===== src/rtl/cring_pkg.sv =====
// Shared definitions for the codec ring transport: engine states,
// register offsets and the command target field.
package cring_pkg;
    typedef enum logic [2:0] {
        CE_IDLE,
        CE_FETCH,
        CE_LOAD,
        CE_SEND,
        CE_WAIT
    } ce_state_e;

    localparam logic [2:0] RA_CTRL    = 3'd0;
    localparam logic [2:0] RA_CMD_WP  = 3'd1;
    localparam logic [2:0] RA_CMD_RP  = 3'd2;
    localparam logic [2:0] RA_RSP_WP  = 3'd3;
    localparam logic [2:0] RA_RSP_RP  = 3'd4;
    localparam logic [2:0] RA_STATUS  = 3'd5;
    localparam logic [2:0] RA_IMM_CMD = 3'd6;
    localparam logic [2:0] RA_IMM_RSP = 3'd7;

    localparam int         TGT_LSB = 28;
    localparam logic [3:0] TGT_ALL = 4'hF;
endpackage


===== src/rtl/cring_cmd_engine.sv =====
// Command engine: fetches command slots from the ring (or takes the
// immediate command), offers them on the command handshake and waits
// for the replies each one owes before moving on.
// Assumes memory read data arrives one cycle after mem_rd_en.
module cring_cmd_engine
    import cring_pkg::*;
#(
    parameter int RING_AW = 8,
    parameter int CODEC_N = 4
) (
    input  logic               clk,
    input  logic               rst_n,
    input  logic               ring_en,
    input  logic [RING_AW-1:0] cmd_wp,
    input  logic               imm_wr,
    input  logic [31:0]        imm_cmd,
    input  logic               sol_in,
    input  logic [31:0]        mem_rd_data,
    input  logic               cmd_ready,
    output logic               mem_rd_en,
    output logic [RING_AW-1:0] cmd_rp,
    output logic               cmd_valid,
    output logic [31:0]        cmd_data,
    output logic               awaiting,
    output logic               cur_imm,
    output logic               imm_busy
);
    localparam int            OW     = $clog2(CODEC_N + 1);
    localparam logic [OW-1:0] BC_CNT = OW'(CODEC_N);
    localparam logic [OW-1:0] ONE    = OW'(1);

    ce_state_e     state;
    logic [31:0]   cmd_q;
    logic [31:0]   imm_q;
    logic          imm_pend;
    logic [OW-1:0] outst;

    // Sequencer: fetch, offer, count owed replies, plus immediate intake.
    always_ff @(posedge clk) begin
        if (!rst_n) begin
            state    <= CE_IDLE;
            cmd_rp   <= '0;
            cmd_q    <= '0;
            imm_q    <= '0;
            imm_pend <= 1'b0;
            imm_busy <= 1'b0;
            cur_imm  <= 1'b0;
            outst    <= '0;
        end else begin
            if (imm_wr && !ring_en && !imm_busy) begin
                imm_busy <= 1'b1;
                imm_pend <= 1'b1;
                imm_q    <= imm_cmd;
            end
            case (state)
                CE_IDLE: begin
                    if (ring_en && (cmd_rp != cmd_wp)) begin
                        state <= CE_FETCH;
                    end else if (imm_pend) begin
                        cmd_q    <= imm_q;
                        cur_imm  <= 1'b1;
                        imm_pend <= 1'b0;
                        state    <= CE_SEND;
                    end
                end
                CE_FETCH: state <= CE_LOAD;
                CE_LOAD: begin
                    cmd_q   <= mem_rd_data;
                    cmd_rp  <= cmd_rp + 1'b1;
                    cur_imm <= 1'b0;
                    state   <= CE_SEND;
                end
                CE_SEND: begin
                    if (cmd_ready) begin
                        outst <= (cmd_q[TGT_LSB +: 4] == TGT_ALL) ? BC_CNT : ONE;
                        state <= CE_WAIT;
                    end
                end
                CE_WAIT: begin
                    if (sol_in) begin
                        outst <= outst - ONE;
                        if (outst == ONE) begin
                            state <= CE_IDLE;
                            if (cur_imm) begin
                                imm_busy <= 1'b0;
                            end
                        end
                    end
                end
                default: state <= CE_IDLE;
            endcase
        end
    end

    // Handshake and status views of the sequencer state.
    always_comb begin
        mem_rd_en = (state == CE_FETCH);
        cmd_valid = (state == CE_SEND);
        cmd_data  = cmd_q;
        awaiting  = (state == CE_WAIT);
    end

    // an offered command stays put until it is taken.
    p_hold_cmd_r2: assert property (@(posedge clk) disable iff (!rst_n)
        cmd_valid && !cmd_ready |=> cmd_valid && $stable(cmd_data));

    // the read pointer only ever steps by one.
    p_rp_step_r2: assert property (@(posedge clk) disable iff (!rst_n)
        !$stable(cmd_rp) |-> cmd_rp == RING_AW'($past(cmd_rp) + 1'b1));

    // busy drops only on a reply to the immediate command.
    p_busy_drop_r9: assert property (@(posedge clk) disable iff (!rst_n)
        $fell(imm_busy) |-> $past(sol_in && cur_imm));
endmodule


===== src/rtl/cring_rsp_engine.sv =====
// Response engine: routes each reply to the response ring or the
// immediate reply register, guards the ring against overflow and
// counts ring writes toward the interrupt flag.
// Assumes the memory write port accepts one entry every cycle.
module cring_rsp_engine #(
    parameter int RING_AW = 8,
    parameter int CID_W   = 2,
    parameter int ENT_W   = 33 + CID_W
) (
    input  logic               clk,
    input  logic               rst_n,
    input  logic               ring_en,
    input  logic               rsp_valid,
    input  logic               rsp_unsol,
    input  logic [CID_W-1:0]   rsp_codec,
    input  logic [31:0]        rsp_data,
    input  logic               awaiting,
    input  logic               cur_imm,
    input  logic [RING_AW-1:0] rsp_rp,
    input  logic [7:0]         irq_thresh,
    input  logic               clr_irq,
    input  logic               clr_ovr,
    input  logic               clr_ival,
    output logic               mem_wr_en,
    output logic [ENT_W-1:0]   mem_wr_data,
    output logic [RING_AW-1:0] rsp_wp,
    output logic               irq,
    output logic               overrun,
    output logic               imm_valid,
    output logic [31:0]        imm_rsp,
    output logic [CID_W-1:0]   imm_codec
);
    logic       to_ring;
    logic       to_imm;
    logic       full;
    logic [7:0] wr_cnt;

    // Reply routing and ring-full detection.
    always_comb begin
        to_ring     = rsp_valid && ring_en && (rsp_unsol || (awaiting && !cur_imm));
        to_imm      = rsp_valid && !rsp_unsol && awaiting && cur_imm;
        full        = (RING_AW'(rsp_wp + 1'b1) == rsp_rp);
        mem_wr_en   = to_ring && !full;
        mem_wr_data = {rsp_unsol, rsp_codec, rsp_data};
    end

    // Ring write pointer and sticky overrun flag.
    always_ff @(posedge clk) begin
        if (!rst_n) begin
            rsp_wp  <= '0;
            overrun <= 1'b0;
        end else begin
            if (mem_wr_en) begin
                rsp_wp <= rsp_wp + 1'b1;
            end
            if (to_ring && full) begin
                overrun <= 1'b1;
            end else if (clr_ovr) begin
                overrun <= 1'b0;
            end
        end
    end

    // Write counter that raises the interrupt flag at the threshold.
    always_ff @(posedge clk) begin
        if (!rst_n) begin
            wr_cnt <= '0;
            irq    <= 1'b0;
        end else begin
            if (irq_thresh == 8'd0) begin
                wr_cnt <= '0;
            end else if (mem_wr_en) begin
                if (({1'b0, wr_cnt} + 9'd1) >= {1'b0, irq_thresh}) begin
                    wr_cnt <= '0;
                end else begin
                    wr_cnt <= wr_cnt + 8'd1;
                end
            end
            if (mem_wr_en && (irq_thresh != 8'd0) &&
                (({1'b0, wr_cnt} + 9'd1) >= {1'b0, irq_thresh})) begin
                irq <= 1'b1;
            end else if (clr_irq) begin
                irq <= 1'b0;
            end
        end
    end

    // Immediate reply capture.
    always_ff @(posedge clk) begin
        if (!rst_n) begin
            imm_valid <= 1'b0;
            imm_rsp   <= '0;
            imm_codec <= '0;
        end else if (to_imm) begin
            imm_valid <= 1'b1;
            imm_rsp   <= rsp_data;
            imm_codec <= rsp_codec;
        end else if (clr_ival) begin
            imm_valid <= 1'b0;
        end
    end

    // the write pointer moves one step, and only after a write.
    p_wp_step_r4: assert property (@(posedge clk) disable iff (!rst_n)
        !$stable(rsp_wp) |-> $past(mem_wr_en) && rsp_wp == RING_AW'($past(rsp_wp) + 1'b1));

    // overrun rises only when a ring-bound reply went unwritten.
    p_ovr_cause_r7: assert property (@(posedge clk) disable iff (!rst_n)
        $rose(overrun) |-> $past(rsp_valid && ring_en && !mem_wr_en));

    // the interrupt flag rises only on a ring write.
    p_irq_cause_r8: assert property (@(posedge clk) disable iff (!rst_n)
        $rose(irq) |-> $past(mem_wr_en));

    // immediate valid rises only on a solicited reply to that path.
    p_imm_valid_r9: assert property (@(posedge clk) disable iff (!rst_n)
        $rose(imm_valid) |-> $past(rsp_valid && !rsp_unsol && awaiting && cur_imm));
endmodule


===== src/rtl/codec_ring_xport.sv =====
// Top of the codec command/response ring transport. Holds the software
// registers, decodes register writes into engine strobes and drives the
// register read mux. Assumes a single register master.
module codec_ring_xport
    import cring_pkg::*;
#(
    parameter int RING_AW = 8,
    parameter int CODEC_N = 4,
    parameter int CID_W   = $clog2(CODEC_N),
    parameter int ENT_W   = 33 + CID_W
) (
    input  logic               clk,
    input  logic               rst_n,
    input  logic               reg_wr_en,
    input  logic [2:0]         reg_addr,
    input  logic [31:0]        reg_wr_data,
    output logic [31:0]        reg_rd_data,
    output logic               mem_rd_en,
    output logic [RING_AW-1:0] mem_rd_addr,
    input  logic [31:0]        mem_rd_data,
    output logic               mem_wr_en,
    output logic [RING_AW-1:0] mem_wr_addr,
    output logic [ENT_W-1:0]   mem_wr_data,
    output logic               cmd_valid,
    input  logic               cmd_ready,
    output logic [31:0]        cmd_data,
    input  logic               rsp_valid,
    input  logic               rsp_unsol,
    input  logic [CID_W-1:0]   rsp_codec,
    input  logic [31:0]        rsp_data
);
    logic               ring_en;
    logic [7:0]         irq_thresh;
    logic [RING_AW-1:0] cmd_wp;
    logic [RING_AW-1:0] cmd_rp;
    logic [RING_AW-1:0] rsp_wp;
    logic [RING_AW-1:0] rsp_rp;
    logic               imm_wr, clr_irq, clr_ovr, clr_ival;
    logic               awaiting, cur_imm, imm_busy;
    logic               irq, overrun, imm_valid;
    logic [31:0]        imm_rsp;
    logic [CID_W-1:0]   imm_codec;
    logic [31:0]        status;

    // Software-owned registers.
    always_ff @(posedge clk) begin
        if (!rst_n) begin
            ring_en    <= 1'b0;
            irq_thresh <= '0;
            cmd_wp     <= '0;
            rsp_rp     <= '0;
        end else if (reg_wr_en) begin
            case (reg_addr)
                RA_CTRL: begin
                    ring_en    <= reg_wr_data[0];
                    irq_thresh <= reg_wr_data[15:8];
                end
                RA_CMD_WP: cmd_wp <= reg_wr_data[RING_AW-1:0];
                RA_RSP_RP: rsp_rp <= reg_wr_data[RING_AW-1:0];
                default: ;
            endcase
        end
    end

    // Write strobes for the engines and status read view.
    always_comb begin
        imm_wr   = reg_wr_en && (reg_addr == RA_IMM_CMD);
        clr_irq  = reg_wr_en && (reg_addr == RA_STATUS) && reg_wr_data[0];
        clr_ovr  = reg_wr_en && (reg_addr == RA_STATUS) && reg_wr_data[1];
        clr_ival = reg_wr_en && (reg_addr == RA_STATUS) && reg_wr_data[3];
        status   = '0;
        status[0] = irq;
        status[1] = overrun;
        status[2] = imm_busy;
        status[3] = imm_valid;
        status[8 +: CID_W] = imm_codec;
    end

    // Register read mux.
    always_comb begin
        case (reg_addr)
            RA_CTRL:    reg_rd_data = {16'd0, irq_thresh, 7'd0, ring_en};
            RA_CMD_WP:  reg_rd_data = 32'(cmd_wp);
            RA_CMD_RP:  reg_rd_data = 32'(cmd_rp);
            RA_RSP_WP:  reg_rd_data = 32'(rsp_wp);
            RA_RSP_RP:  reg_rd_data = 32'(rsp_rp);
            RA_STATUS:  reg_rd_data = status;
            RA_IMM_RSP: reg_rd_data = imm_rsp;
            default:    reg_rd_data = '0;
        endcase
    end

    assign mem_rd_addr = cmd_rp;
    assign mem_wr_addr = rsp_wp;

    cring_cmd_engine #(
        .RING_AW (RING_AW),
        .CODEC_N (CODEC_N)
    ) u_cmd (
        .clk         (clk),
        .rst_n       (rst_n),
        .ring_en     (ring_en),
        .cmd_wp      (cmd_wp),
        .imm_wr      (imm_wr),
        .imm_cmd     (reg_wr_data),
        .sol_in      (rsp_valid && !rsp_unsol),
        .mem_rd_data (mem_rd_data),
        .cmd_ready   (cmd_ready),
        .mem_rd_en   (mem_rd_en),
        .cmd_rp      (cmd_rp),
        .cmd_valid   (cmd_valid),
        .cmd_data    (cmd_data),
        .awaiting    (awaiting),
        .cur_imm     (cur_imm),
        .imm_busy    (imm_busy)
    );

    cring_rsp_engine #(
        .RING_AW (RING_AW),
        .CID_W   (CID_W),
        .ENT_W   (ENT_W)
    ) u_rsp (
        .clk         (clk),
        .rst_n       (rst_n),
        .ring_en     (ring_en),
        .rsp_valid   (rsp_valid),
        .rsp_unsol   (rsp_unsol),
        .rsp_codec   (rsp_codec),
        .rsp_data    (rsp_data),
        .awaiting    (awaiting),
        .cur_imm     (cur_imm),
        .rsp_rp      (rsp_rp),
        .irq_thresh  (irq_thresh),
        .clr_irq     (clr_irq),
        .clr_ovr     (clr_ovr),
        .clr_ival    (clr_ival),
        .mem_wr_en   (mem_wr_en),
        .mem_wr_data (mem_wr_data),
        .rsp_wp      (rsp_wp),
        .irq         (irq),
        .overrun     (overrun),
        .imm_valid   (imm_valid),
        .imm_rsp     (imm_rsp),
        .imm_codec   (imm_codec)
    );
endmodule


===== config.mk =====
export PLATFORM = sky130hd
export DESIGN_NAME = codec_ring_xport
export DESIGN_NICKNAME = d
export VERILOG_FILES = /design/src/rtl/cring_pkg.sv /design/src/rtl/cring_cmd_engine.sv /design/src/rtl/cring_rsp_engine.sv /design/src/rtl/codec_ring_xport.sv
export SDC_FILE = /design/constraint.sdc
export NUM_CORES = 1
export LEC_CHECK = 0
export BUFFER_PORTS_ARGS = -buffer_cell sky130_fd_sc_hd__buf_2
export CORE_MARGIN = 2
export CORE_UTILIZATION = 40
export CTS_BUF_LIST = sky130_fd_sc_hd__clkbuf_2 sky130_fd_sc_hd__clkbuf_4 sky130_fd_sc_hd__clkbuf_8
export DETAILED_ROUTE_END_ITERATION = 6
export REMOVE_ABC_BUFFERS = 1
export SLEW_MARGIN = 20
export SYNTH_ARGS = -nofsm -noshare
export SYNTH_HDL_FRONTEND = slang
export SYNTH_HIERARCHICAL = 1
export SYNTH_SLANG_ARGS = --single-unit

===== constraint.sdc =====
create_clock -name clk -period 5.7 [get_ports clk]
set_clock_uncertainty 0.15 [all_clocks]
set_input_delay 1.14 -clock clk [delete_from_list [all_inputs] [get_ports clk]]
set_output_delay 1.14 -clock clk [all_outputs]
set_load 0.1 [all_outputs]

# Word-level counts from Yosys, hierarchy flattened
# Index checks and enable logic that the tools add are counted.
[word_totals]
regBits = 159
out_inout_bits = 118
word_cells = 120
[classes]
n_mux = 33
addsub = 5
eq_ne = 21
reduce_logical = 40
n_lt_le_gt_ge = 1
n_bitwise = 1
[op_table]
columns = ["cell", "n"]
rows = [
  ["case mux 32 bit (7 select lines)", 1],
  ["2-to-1 mux 32 bit", 2],
  ["case mux 32 bit (2 select lines)", 1],
  ["adder 8 x 1 -> 8 bit, second input constant", 3],
  ["2-to-1 mux 3 bit", 8],
  ["logical AND 1 bit", 18],
  ["2-to-1 mux 1 bit", 17],
  ["== test 3 bit, second input constant", 5],
  ["case mux 3 bit (5 select lines)", 1],
  ["== test 3 x 2 -> 1 bit, second input constant", 4],
  ["nonzero test 2 bit", 5],
  ["adder 8 x 1 -> 9 bit, second input constant", 1],
  ["== test 3 x 1 -> 1 bit, second input constant", 3],
  [">= comparator 9 x 8 -> 1 bit", 1],
  ["== test 8 bit", 1],
  ["logical NOT 8 bit", 1],
  ["2-to-1 mux 8 bit", 1],
  ["inequality test 8 bit", 1],
  ["nonzero test 8 bit", 1],
  ["logical NOT 3 bit", 2],
  ["inequality test 2 bit, second input constant", 3],
  ["case mux 3 bit (2 select lines)", 1],
  ["AND reduction 2 bit", 3],
  ["AND reduction 3 bit", 2],
  ["other kinds (10)", 15],
]

# Depth between registers and ports, before layout
[depth]
word_depth = 9
mapped_depth = 13

# Modules after synthesis
# Netlist, hierarchy kept.
[modules_own_cells]
columns = ["mod", "area_each_um2", "cells_per_inst", "n_inst"]
rows = [
  ["cring_cmd_engine", 3430.8, 359, 1],
  ["cring_rsp_engine", 2927.8, 363, 1],
  ["codec_ring_xport", 1696.6, 186, 1],
]

# Least setup slack after synthesis
# No wires, ideal clock.
[synth_timing]
kind = "in2out"
start = "input reg_addr[0]"
end = "output reg_rd_data[0]"
t_required_ns = 4.410
stages = 5
arrival_ns = 3.970
slack_ns = 0.440
cell_sequence = "buf_6 -> buf_6 -> and2_2 -> a2bb2oi_1 -> a221oi_1"
[synth_between]
elab_chain_cells = 2
elab_cells_between_ends = 8
classes_between = "6 x eq/ne; 1 x mux; 1 x reduce/logical"
[synth_lines]
columns = ["item", "line_no", "rtl"]
rows = [
  ["start, declared", "codec_ring_xport.sv:15", "input logic [2:0] reg_addr,"],
  ["== test 3 bit, or another cell as far along", "codec_ring_xport.sv:81", "case (reg_addr)"],
  ["case mux 32 bit (7 select lines) (*)", "codec_ring_xport.sv:81", ""],
  ["end, declared", "codec_ring_xport.sv:17", "output logic [31:0] reg_rd_data,"],
]
# Every way passes the cells marked *; elsewhere a longest branch is shown, timed or not.

# Final worst setup path
[layout_timing]
start = "register u_rsp.rsp_wp[0]"
end = "output mem_wr_en"
[layout_between]
elab_chain_cells = 4
[layout_lines]
columns = ["item", "line_no", "rtl"]
rows = [
  ["start, declared", "cring_rsp_engine.sv:26", "output logic [RING_AW-1:0] rsp_wp,"],
  ["start signal, assigned", "cring_rsp_engine.sv:54", "rsp_wp <= rsp_wp + 1'b1;"],
  ["adder 8 x 1 -> 8 bit", "cring_rsp_engine.sv:42", "full = (RING_AW'(rsp_wp + 1'b1) == rsp_rp);"],
  ["== test 8 bit", "cring_rsp_engine.sv:42", ""],
  ["logical NOT 1 bit", "cring_rsp_engine.sv:43", "mem_wr_en = to_ring && !full;"],
  ["logical AND 1 bit", "cring_rsp_engine.sv:43", ""],
  ["end, declared", "codec_ring_xport.sv:21", "output logic mem_wr_en,"],
]
# Every way passes these cells.

==> qor.yml <==
syn-instance-count: 908
hold_buffers: 0
ys_top_cells_by_area: "dfxtp_1 40%, nand2_1 8.7%, a21boi_0 6.7%"
final_hold_viol_count: 0
power.switching_uw: 947.7
detailed_routing_iteration_count_for_the_pre_antenna_repair_pass: 5
n_antenna_cell: 0
worstSetupStartpoint: "u_rsp/rsp_wp[0]$_SDFFE_PN0N_"
die-width_um: 145.9
run_status: "completed"
worst_path_max_fanout: 16
worst_margin_pin_slew_ps: 977.9
power_frac_comb: 0.242
antenna_found_initial: 0
finalCritPeriodShare: 0.7645
cts.path.max_buffers: 2
worst_r2r_endpoint: "u_rsp/wr_cnt[3]$_SDFFE_PP0N_"
min-delay-path-class: "reg -> reg"
cts_tree: "yes"
dr_total_vias: 6836
port-buffer-count: 224
vias_per_cell: 5.086
total_clock_buffers_created_by_cts: 17
r2r_cells: 13
worstSetupPathType: "reg -> out"
post_drt_wl_per_cell_um: 15.93
setup_viol_count_final: 0
cts-root-buf: "clkbuf_8"
power.share.switching: 0.3607
die-area_sq_mm: 0.02129
yosys_warnings: 6
rsz_0062_raised_after_global_routing: "no"
final_antenna_net_count: 0
first_global_vias: 6494
hpwl_um: 15260
yosysTopAreaCell: "dfxtp_1"
grt_pass1_wl_um: 34470
area.growth.synth_to_final_pct: 16.31
post_route_cells_drive_above_1_share: 0.2641
peakVddDrop_uv: 129.8
timing.critical_path.to_type: "primary output"
placementRows: 51
postCtsSetupRepairBufs: 0
min_period_ps: 4358
synth_edf_count: 0
clkLatencyLatePin_ps: 440
drv_cap: 0
detail_route.wirelength_um: 21410
ctsHtreeMaxLevel: 4
power.sequential.fraction: 0.451
worst_path_clk_slew_ps: 90
placeableCoreArea_sq_mm: 0.01959
crit_required_ps: 4410
cp-endpoint: "mem_wr_en"
gp_routability_congestion: 0.8481
synth_async_sr_flop_share: 0
achievable_freq_mhz: 229.5
synth.most_common_cell: "nand2_1"
placedCellCount: 1313
post_cts_resize_count: 0
die_h_um: 145.9
setup_tns_ps: 0
netlist_area_before_placement_sq_mm: 0.008055
number_of_different_library_cells_in_the_post_synthesis_netlist: 68
yosys_register_bits: 159
slew_headroom: 0.3466
power.share.clock: 0.307
remaining_drc_errors: 0
grt_max_degree: 88
synth_flop_cell: "dfxtp_1"
final.fill_count: 1964
finalNetCount: 1187
globalRouteOverflowTotal: 0
leakage_nw: 3.888
ioPinCount: 225
dr.first_iter.drc_count: 322
synth_top_cells_by_count: "186 x nand2_1, 159 x dfxtp_1, 72 x a21boi_0"
final-max-slew-violation-count: 0
synth_top_area_share: 0.3952
layout.cells.non_filler: 1344
power.internal_mw: 1.680
critical_path_arrival_ps: 3070
start_util: 0.4112
syn-mean-instance-area_sq_um: 8.871
cts.sink_count: 159
globalRouteTotalUtil: 0.1995
r2r_start: "u_rsp/wr_cnt[0]$_SDFFE_PP0N_"
timing.reg2reg.setup_slack_ps: 2350
crit_path_start_kind: "flop"
power_density_mw_per_mm2: 280.5
synth.yosys.seq_area_share: 0.3952
==> cell usage in the layout (no fill, tap or decap), types with 7 or more instances in the layout <==
cell type | Yosys | routed
a21boi_0 | 72 | 72
a21boi_1 | 10 | 10
a21oi_1 | 16 | 15
a221oi_1 | 8 | 8
a22oi_1 | 7 | 7
and2_1 | 32 | 32
and3_1 | 7 | 7
buf_2 | 7 | 223
buf_4 | 35 | 8
clkbuf_8 | 0 | 20
dfxtp_1 | 159 | 159
ha_1 | 13 | 13
inv_1 | 14 | 14
mux2i_1 | 28 | 28
nand2_1 | 186 | 186
nand2b_1 | 11 | 11
nand3_1 | 16 | 16
nor2_1 | 21 | 21
nor2b_1 | 32 | 31
o21a_1 | 34 | 34
o21ai_0 | 15 | 15
o221a_1 | 29 | 29
xnor2_1 | 13 | 13
xor2_1 | 15 | 15
==> state kept, by name (all words and copies together), names as in the netlist, 2 cells and up <==
name             cells
u_cmd/cmd_rp         8
u_rsp/imm_codec      2
u_cmd/imm_q         32
u_cmd/outst          3
u_rsp/wr_cnt         8
u_rsp/rsp_wp         8
cmd_wp               8
u_rsp/imm_rsp       32
irq_thresh           8
u_cmd/state          3
u_cmd/cmd_data      32
rsp_rp               8
==> logic make-up (layout without fill, tap and decap cells) <==
family                     after synthesis  after routing  share of synthesized area
AOI/OAI and AO/OA                      224            224                     0.2204
xor gates and xnor gates                28             28                    0.03044
adders and majority gates               13             13                    0.02019
buffers and inverters                  106            277                    0.07984
DFF                                    159            159                     0.3952
muxes                                   34             34                    0.04318
and+or+nand+nor                        344            344                     0.2108
==> layer usage <==
layer | global-route usage | vias up | part of all wire
met1 | 0.2709 | 3168 | 0.48
met2 | 0.3189 | 221 | 0.45
li1 | - | 3435 | -
met5 | 0 | - | 0
met4 | 0.05098 | 0 | 0.0083
met3 | 0.04796 | 12 | 0.058
==> power by group through the flow <==
| stage | Sequential (mW) | Clock [mW] | Combinational [mW] |
|---|---|---|---|
| 6_report | 1.18 | 0.806 | 0.637 |
| 4_1_cts | 1.18 | 0.840 | 0.641 |
| 5_1_grt | 1.19 | 0.882 | 0.665 |
| 2_1_floorplan | 1.43 | 0 | 0.157 |
| 3_3_place_gp | 1.21 | 0 | 0.639 |
| 3_5_place_dp | 1.21 | 0 | 0.640 |
==> area by class of cell <==
| type | instances | area [sq um] | area share |
|---|---|---|---|
| multi-input cells | 643 | 4248 | 0.4534 |
| clock buffers | 22 | 290.3 | 0.03098 |
| clock inverters | 9 | 83.83 | 0.008948 |
| inverters | 15 | 56.30 | 0.006010 |
| repair buffers | 231 | 1176 | 0.1255 |
| well taps | 265 | 331.6 | 0.03539 |
| flip-flops and latches | 159 | 3183 | 0.3397 |
==> how the worst min path moves through the flow <==
stage	start	end	slack (ps)	depth (start not counted)
after floorplan	u_cmd/imm_q[30]$_SDFFE_PN0P_	u_cmd/imm_q[30]$_SDFFE_PN0P_	290	2
after detailed placement	u_rsp/imm_rsp[30]$_SDFFE_PN0P_	u_rsp/imm_rsp[30]$_SDFFE_PN0P_	310	2
after global placement	u_rsp/imm_rsp[30]$_SDFFE_PN0P_	u_rsp/imm_rsp[30]$_SDFFE_PN0P_	300	2
final	u_rsp/imm_rsp[30]$_SDFFE_PN0P_	u_rsp/imm_rsp[30]$_SDFFE_PN0P_	310	2
after global routing	u_rsp/imm_rsp[13]$_SDFFE_PN0P_	u_rsp/imm_rsp[13]$_SDFFE_PN0P_	330	2
after CTS	u_rsp/imm_rsp[30]$_SDFFE_PN0P_	u_rsp/imm_rsp[30]$_SDFFE_PN0P_	320	2
==> critical path, cell delays in order (launching register included) <==
cell	delay (ps)
dfxtp_1	500
ha_1	280
nand3_1	130
nor4_1	250
a221oi_1	80
and4_4	210
a211o_4	430
inv_2	230
buf_2	490
==> metrics by stage <==
step | area (sq um) | setup WS, ps | hold WS [ps] | total power [mW] | utilization
floorplan | 7468 | 700.6 | 288.3 | 1.592 | -
CTS | 9369 | 1312 | 318.1 | 2.665 | 0.4783
finish | 9369 | 1342 | 309.9 | 2.628 | 0.4783
detailed placement | 8995 | 1410 | 305.5 | 1.851 | 0.4592
global placement | 8995 | 1497 | 300.4 | 1.849 | 0.4592
global route | 9369 | 1071 | 333.1 | 2.739 | 0.4783
Power figures use the tool's default switching activity.
